`src/rtl/mbx_pkg.sv`:
```
package mbx_pkg;

    localparam int unsigned BYTE_W = 8;

    typedef logic [BYTE_W-1:0] byte_t;

    localparam byte_t CMD_ARM_FIRST  = 8'h02;
    localparam byte_t CMD_ARM_SECOND = 8'h04;
    localparam byte_t CMD_ACK        = 8'h06;

    typedef enum logic {
        ARM_IDLE,
        ARM_HALF
    } arm_st_e;

endpackage

```
`src/rtl/mbx_arm_seq.sv`:
```
module mbx_arm_seq
    import mbx_pkg::*;
(
    input  logic  clk,
    input  logic  rst_n,
    input  logic  clr,
    input  logic  wr_stb,
    input  byte_t wdata,
    output logic  configured
);

    typedef struct packed {
        arm_st_e st;
        logic    cfg;
    } arm_t;

    arm_t s_d, s_q;

    always_comb begin
        s_d = s_q;
        if (clr) begin
            s_d.st  = ARM_IDLE;
            s_d.cfg = 1'b0;
        end else if (wr_stb) begin
            case (s_q.st)
                ARM_IDLE: begin
                    if (wdata == CMD_ARM_FIRST) s_d.st = ARM_HALF;
                end
                ARM_HALF: begin
                    s_d.st = ARM_IDLE;
                    if (wdata == CMD_ARM_SECOND) s_d.cfg = 1'b1;
                end
                default: s_d.st = ARM_IDLE;
            endcase
        end
    end

    always_ff @(posedge clk or negedge rst_n) begin
        if (!rst_n) begin
            s_q <= '{st: ARM_IDLE, cfg: 1'b0};
        end else begin
            s_q <= s_d;
        end
    end

    assign configured = s_q.cfg;

    // arming only ever completes on a second-byte write from the half state
    a_r2_cfg_needs_second: assert property (@(posedge clk) disable iff (!rst_n)
        $rose(s_q.cfg) |-> $past(wr_stb && wdata == CMD_ARM_SECOND && s_q.st == ARM_HALF));

endmodule

```
`src/rtl/mbx_evt_queue.sv`:
```
module mbx_evt_queue
    import mbx_pkg::*;
#(
    parameter int unsigned DEPTH = 2,
    localparam int unsigned CNT_W = $clog2(DEPTH + 1)
) (
    input  logic  clk,
    input  logic  rst_n,
    input  logic  clr,
    input  logic  push,
    input  byte_t push_code,
    input  logic  pop,
    output logic  head_valid,
    output byte_t head_code,
    output logic  overflow
);

    localparam logic [CNT_W-1:0] FULL = CNT_W'(DEPTH);

    typedef struct packed {
        byte_t [DEPTH-1:0] slot;
        logic [CNT_W-1:0]  cnt;
        logic              ovf;
    } q_t;

    q_t   s_d, s_q;
    logic drained;

    always_comb begin
        s_d     = s_q;
        drained = pop && (s_q.cnt != '0);
        if (drained) begin
            for (int i = 0; i < int'(DEPTH) - 1; i++) begin
                s_d.slot[i] = s_q.slot[i+1];
            end
            s_d.cnt = s_q.cnt - 1'b1;
        end
        if (push) begin
            if (s_d.cnt < FULL) begin
                for (int i = 0; i < int'(DEPTH); i++) begin
                    if (CNT_W'(i) == s_d.cnt) s_d.slot[i] = push_code;
                end
                s_d.cnt = s_d.cnt + 1'b1;
            end else begin
                s_d.ovf = 1'b1;
            end
        end
        if (clr) begin
            s_d = '0;
        end
    end

    always_ff @(posedge clk or negedge rst_n) begin
        if (!rst_n) begin
            s_q <= '0;
        end else begin
            s_q <= s_d;
        end
    end

    assign head_valid = (s_q.cnt != '0);
    assign head_code  = s_q.slot[0];
    assign overflow   = s_q.ovf;

    // a pop with no push removes exactly one entry
    a_r7_pop_drains_one: assert property (@(posedge clk) disable iff (!rst_n)
        (pop && !push && !clr && s_q.cnt != '0) |=> (s_q.cnt == $past(s_q.cnt) - 1'b1));

    // a push into a full queue with no pop raises the flag
    a_r8_full_push_flags: assert property (@(posedge clk) disable iff (!rst_n)
        (push && !pop && !clr && s_q.cnt == FULL) |=> overflow);

    // the flag holds until a clear
    a_r8_overflow_sticky: assert property (@(posedge clk) disable iff (!rst_n)
        (overflow && !clr) |=> overflow);

endmodule

```
`src/rtl/mbx_host_port.sv`:
```
module mbx_host_port
    import mbx_pkg::*;
(
    input  logic  clk,
    input  logic  rst_n,
    input  logic  clr,
    input  logic  wr_stb,
    input  logic  rd_stb,
    input  byte_t wdata,
    input  logic  configured,
    input  logic  head_valid,
    input  byte_t head_code,
    output logic  ack_pop,
    output logic  enabled,
    output byte_t rdata
);

    typedef struct packed {
        logic  ack_armed;
        logic  en;
        byte_t rd;
    } port_t;

    port_t s_d, s_q;

    always_comb begin
        s_d     = s_q;
        ack_pop = rd_stb && s_q.ack_armed && !clr;
        if (wr_stb) begin
            s_d.ack_armed = (wdata == CMD_ACK);
        end
        if (rd_stb) begin
            s_d.ack_armed = 1'b0;
            if (s_q.ack_armed) begin
                s_d.rd = head_valid ? head_code : '0;
                s_d.en = s_q.en || configured;
            end else begin
                s_d.rd = '0;
            end
        end
        if (clr) begin
            s_d.ack_armed = 1'b0;
            s_d.en        = 1'b0;
        end
    end

    always_ff @(posedge clk or negedge rst_n) begin
        if (!rst_n) begin
            s_q <= '0;
        end else begin
            s_q <= s_d;
        end
    end

    assign enabled = s_q.en;
    assign rdata   = s_q.rd;

    // capture is never enabled without arming
    a_r4_enable_needs_cfg: assert property (@(posedge clk) disable iff (!rst_n)
        enabled |-> configured);

    // a read that is not part of an acknowledge returns zero
    a_r9_plain_read_zero: assert property (@(posedge clk) disable iff (!rst_n)
        (rd_stb && !s_q.ack_armed) |=> (rdata == '0));

endmodule

```
`src/rtl/mbx_irq_ctrl.sv`:
```
module mbx_irq_ctrl
    import mbx_pkg::*;
#(
    parameter int unsigned ADDR_W   = 2,
    parameter int unsigned CTRL_OFS = 1,
    parameter int unsigned Q_DEPTH  = 2
) (
    input  logic              clk,
    input  logic              rst_n,
    input  logic [ADDR_W-1:0] host_addr,
    input  logic              host_wr_en,
    input  logic              host_rd_en,
    input  logic [7:0]        host_wdata,
    output logic [7:0]        host_rdata,
    input  logic              evt_valid,
    input  logic [7:0]        evt_code,
    input  logic              fifo_clr,
    output logic              irq,
    output logic              evt_overflow
);

    localparam logic [ADDR_W-1:0] CTRL_ADDR = ADDR_W'(CTRL_OFS);

    logic  ctrl_hit, wr_stb, rd_stb;
    logic  configured, enabled, ack_pop, head_valid, push;
    byte_t head_code;

    assign ctrl_hit = (host_addr == CTRL_ADDR);
    assign wr_stb   = host_wr_en && ctrl_hit;
    assign rd_stb   = host_rd_en && !host_wr_en && ctrl_hit;
    assign push     = evt_valid && configured && enabled && !fifo_clr;

    mbx_arm_seq u_arm (
        .clk        (clk),
        .rst_n      (rst_n),
        .clr        (fifo_clr),
        .wr_stb     (wr_stb),
        .wdata      (host_wdata),
        .configured (configured)
    );

    mbx_host_port u_port (
        .clk        (clk),
        .rst_n      (rst_n),
        .clr        (fifo_clr),
        .wr_stb     (wr_stb),
        .rd_stb     (rd_stb),
        .wdata      (host_wdata),
        .configured (configured),
        .head_valid (head_valid),
        .head_code  (head_code),
        .ack_pop    (ack_pop),
        .enabled    (enabled),
        .rdata      (host_rdata)
    );

    mbx_evt_queue #(.DEPTH(Q_DEPTH)) u_queue (
        .clk        (clk),
        .rst_n      (rst_n),
        .clr        (fifo_clr),
        .push       (push),
        .push_code  (evt_code),
        .pop        (ack_pop),
        .head_valid (head_valid),
        .head_code  (head_code),
        .overflow   (evt_overflow)
    );

    assign irq = configured && enabled && head_valid;

    // an accepted event raises irq on the next cycle
    a_r5_event_raises_irq: assert property (@(posedge clk) disable iff (!rst_n)
        (evt_valid && configured && enabled && !fifo_clr) |=> irq);

    // a clear quiets irq and the overflow flag
    a_r10_clear_quiets: assert property (@(posedge clk) disable iff (!rst_n)
        fifo_clr |=> (!irq && !evt_overflow));

endmodule

```
`config.mk`:
```
export PLATFORM = sky130hd
export DESIGN_NAME = mbx_irq_ctrl
export DESIGN_NICKNAME = d
export VERILOG_FILES = /design/src/rtl/mbx_pkg.sv /design/src/rtl/mbx_arm_seq.sv /design/src/rtl/mbx_evt_queue.sv /design/src/rtl/mbx_host_port.sv /design/src/rtl/mbx_irq_ctrl.sv
export SDC_FILE = /design/constraint.sdc
export NUM_CORES = 1
export LEC_CHECK = 0
export CORE_MARGIN = 3
export CORE_UTILIZATION = 40
export CTS_BUF_LIST = sky130_fd_sc_hd__clkbuf_2 sky130_fd_sc_hd__clkbuf_4 sky130_fd_sc_hd__clkbuf_8
export DETAILED_ROUTE_END_ITERATION = 7
export PLACE_DENSITY = 0.65
export REMOVE_ABC_BUFFERS = 1
export SKIP_CTS_REPAIR_TIMING = 1
export SLEW_MARGIN = 20
export SYNTH_ARGS = -nofsm -noshare
export SYNTH_HDL_FRONTEND = slang
export SYNTH_SLANG_ARGS = --single-unit
```
`constraint.sdc`:
```
create_clock -name clk -period 2.94 [get_ports clk]
set_input_delay 0.441 -clock clk [delete_from_list [all_inputs] [get_ports clk]]
set_output_delay 0.441 -clock clk [all_outputs]
set_load 0.1 [all_outputs]
```
==> results.py <==
metrics = {
    "synthesis": {
        "synthMuxAreaShare": 0.0487,
        "synth-simple-area-share": 0.184,
        "synth-adder-area-share": 0.0152,
        "synth_area_mm2": 0.00165,
        "synthesis.instances": 162,
        "synth_compound_area_frac": 0.187,
        "synth_cell_types": 38,
        "ys_seq_elements": 31,
        "synth-seq-area-share": 0.471,
        "yosysWarnings": 0,
        "synthXorXnorAreaFrac": 0.0106,
        "synth_top_family_by_area": "compound AO/OA/AOI/OAI gates",
        "synth_area_per_cell_um2": 10.2,
    },
    "floorplanning": {
        "ios": 34,
        "die_y_um": 70.1,
        "start_util": 0.433,
        "die_area_mm2": 0.00492,
        "core-area_mm2": 0.00380,
        "rows": 22,
        "die_x_um": 70.1,
    },
    "routing": {
        "ant_nets": 0,
        "num_vias": 1252,
        "first_pass_iters": 4,
        "drtIter0Drc": 76,
        "drc": 0,
        "drt_wl_total_um": 3360,
        "drt-wirelength-per-cell_um": 14.1,
        "vias_per_cell": 5.24,
    },
    "worst_setup_path": {
        "required_ns": 3.14,
        "cpPeakStageDelay_ns": 0.46,
        "crit_top_cell": "ha_1",
        "worstRegToRegCells": 10,
        "path_class": "flop to flop",
        "crit_cells": 10,
        "cp_slowest_cell": "a21oi_2",
        "regToRegStartpoint": "u_queue.s_q[1]",
        "crit_family": "simple AND/OR/NAND/NOR gates",
        "crit_chain": "inv_1, ha_1, nand2b_1, nor3_1, nand2_1, o21ai_0, ha_1, nand4_1, a21oi_2, mux2i_1",
        "cp_max_fo": 8,
        "crit_path_end_kind": "flop",
        "crit_start": "u_queue.s_q[1]",
        "crit_buf_inv": 1,
        "critPathArrivalTime_ns": 2.72,
        "worstSetupStartpointType": "flop",
    },
    "worst_hold_path": {
        "hp-class": "flop to flop",
        "min_path_cells": 1,
        "min_from": "u_queue.head_code[4]",
    },
    "placed_design": {
        "hpwl_um": 2590,
        "place_ws_ns": 0.149,
        "dp_cells": 231,
        "dpl_cell_area_mm2": 0.00193,
        "gp_congestion": 0.833,
        "numPortBuffers": 33,
    },
    "global_route": {
        "grt_max_degree": 32,
        "grt_first_pass_wirelength_um": 5760,
        "grt_overflow_total": 0,
        "first_global_vias": 1282,
        "antenna_found_initial": 0,
        "track_usage": 0.145,
    },
    "layout": {
        "final_nets": 216,
        "fin_util": 0.538,
        "final_area_mm2": 0.00204,
        "area_growth_pct": 24.3,
        "stdcell_count": 239,
        "drive_above_1_share": 0.188,
        "num_antenna_cells": 0,
    },
    "cts": {
        "h-tree-depth": 2,
        "cts_tree": "yes",
        "cts_buffers": 5,
        "clock_sinks": 31,
        "clk_pin_slew_ns": 0.06,
        "cts-root-buf": "clkbuf_8",
        "cts_buffer_depth": 2,
        "insertion_delay_ns": 0.28,
    },
    "sta": {
        "holdWs_ns": 0.491,
        "grt_setup_unrepaired": "false",
        "period_needed_ns": 2.52,
        "maxSlewViolCount": 0,
        "min_period_over_period": 0.857,
        "relSlewSlack": 0.623,
        "layout_setup_ws_ns": 0.421,
        "hold_viol_final": 0,
        "setup_tns_ns": 0,
        "setup_viol": 0,
        "timing.fmax_ghz": 0.397,
        "worstMarginPinSlew_ns": 0.565,
        "clock_skew_ns": 0.00104,
    },
    "power_and_ir_drop": {
        "finalPower_mw": 0.918,
        "p_per_area_mw_per_mm2": 449,
        "p_leak_nw": 0.865,
        "irDropWorstVdd_v": 0.000194,
    },
    "run": {
        "cap_violations": 0,
    },
    "outcome": {
        "status": "complete, no violations",
    },
}
-- routing by layer --
layer,vias to the layer above,GRT usage,wire length [um]
met5,-,0,0
met4,0,0.0511,29
met3,6,0.0388,175
met2,32,0.235,1550
met1,587,0.186,1610
li1,627,-,-
-- final timing paths --
check / endpoint / slack, ns
max: u_queue.s_q[18] / 0.42
min in group asynchronous: u_queue.s_q[2] / 0.55
max reg2reg: u_queue.s_q[18] / 0.42
max in group asynchronous: u_port.rdata[4] / 2.11
min: u_port.rdata[4] / 0.49
min reg2reg: u_port.rdata[4] / 0.49
-- worst register-to-register path: stages, from the launching register on --
cell and delay, ns:
dfrtp_1 0.41, inv_1 0.09, ha_1 0.23, nand2b_1 0.19, nor3_1 0.33, nand2_1 0.08
o21ai_0 0.09, ha_1 0.18, nand4_1 0.12, a21oi_2 0.46, mux2i_1 0.26
-- cells by family after synthesis --
| group | count (synthesis) |
|---|---|
| AO/OA/AOI/OAI | 36 |
| AND/OR/NAND/NOR | 61 |
| multiplexers | 8 |
| XOR/XNOR | 2 |
| flip-flops | 31 |
| buffers and inverters | 22 |
| adder cells (fa/ha/maj) | 2 |
-- state kept, by name, summed over array words and instances, names as in the netlist --
name,count
u_queue.s_q,10
u_queue.head_code,8
u_port.s_q,1
u_queue.overflow,1
u_arm.s_q,1
u_port.enabled,1
u_arm.configured,1
u_port.rdata,8
-- cell type report --
type / instances / area [um^2]
sequential: 31 / 776
tap: 48 / 60.1
multi-input combinational: 109 / 733
inverter: 6 / 22.5
timing repair buffer: 37 / 335
clock buffer: 6 / 82.6
fill: 329 / 1750
clock inverter: 2 / 35.0
-- synthesized netlist by cell type --
master	number	area, um^2
nand4_1	1	6.26
nand4b_4	1	23.8
buf_1	1	3.75
nand2b_1	1	6.26
a31oi_1	1	6.26
o2bb2ai_1	1	8.76
a211o_1	1	8.76
nand4bb_1	1	11.3
a311oi_2	8	120
a21oi_2	1	8.76
nand3b_1	1	7.51
nor4_1	1	6.26
a22o_1	6	52.6
o21ai_0	5	25.0
o22ai_1	1	6.26
and4bb_2	1	12.5
buf_2	1	5.00
dfrtp_1	31	776
a41oi_1	1	8.76
nor2_1	6	22.5
nand3_1	2	10.0
or4_1	1	7.51
clkbuf_1	3	11.3
ha_1	2	25.0
or4_4	1	11.3
nor3_1	2	10.0
nor2b_1	1	6.26
a32oi_1	2	17.5
buf_4	8	60.1
clkinv_1	1	3.75
xnor2_1	2	17.5
and2_4	1	8.76
a21oi_1	9	45.0
mux2i_1	8	80.1
inv_1	5	18.8
nand2_1	39	146
or2_2	1	6.26
buf_6	3	33.8
-- cells in the final DEF (no fill, tap or decap), drive strengths merged --
cell type,Yosys,routed
nand2,39,39
dfrtp,31,31
clkdlybuf4s50,0,23
buf,13,14
a21oi,10,10
a311oi,8,8
mux2i,8,8
nor2,6,6
a22o,6,6
clkbuf,3,6
inv,5,5
o21ai,5,5
nor3,2,2
nand3,2,2
xnor2,2,2
a32oi,2,2
ha,2,2
clkinv,1,2
or4,2,2
nand4bb,1,1
nand2b,1,1
and4bb,1,1
nor2b,1,1
nand4b,1,1
o22ai,1,1
or2,1,1
a211o,1,1
and2,1,1
o2bb2ai,1,1
nand3b,1,1
nor4,1,1
a41oi,1,1
nand4,1,1
a31oi,1,1
bufinv,0,1
-- power by group --
group / internal (mW) / switching (mW)
clock network: 0.274 / 0.156
logic: 0.0337 / 0.0281
registers: 0.427 / 0.0000149
total: 0.734 / 0.184
Note: power is estimated with default switching activity, not from simulation.
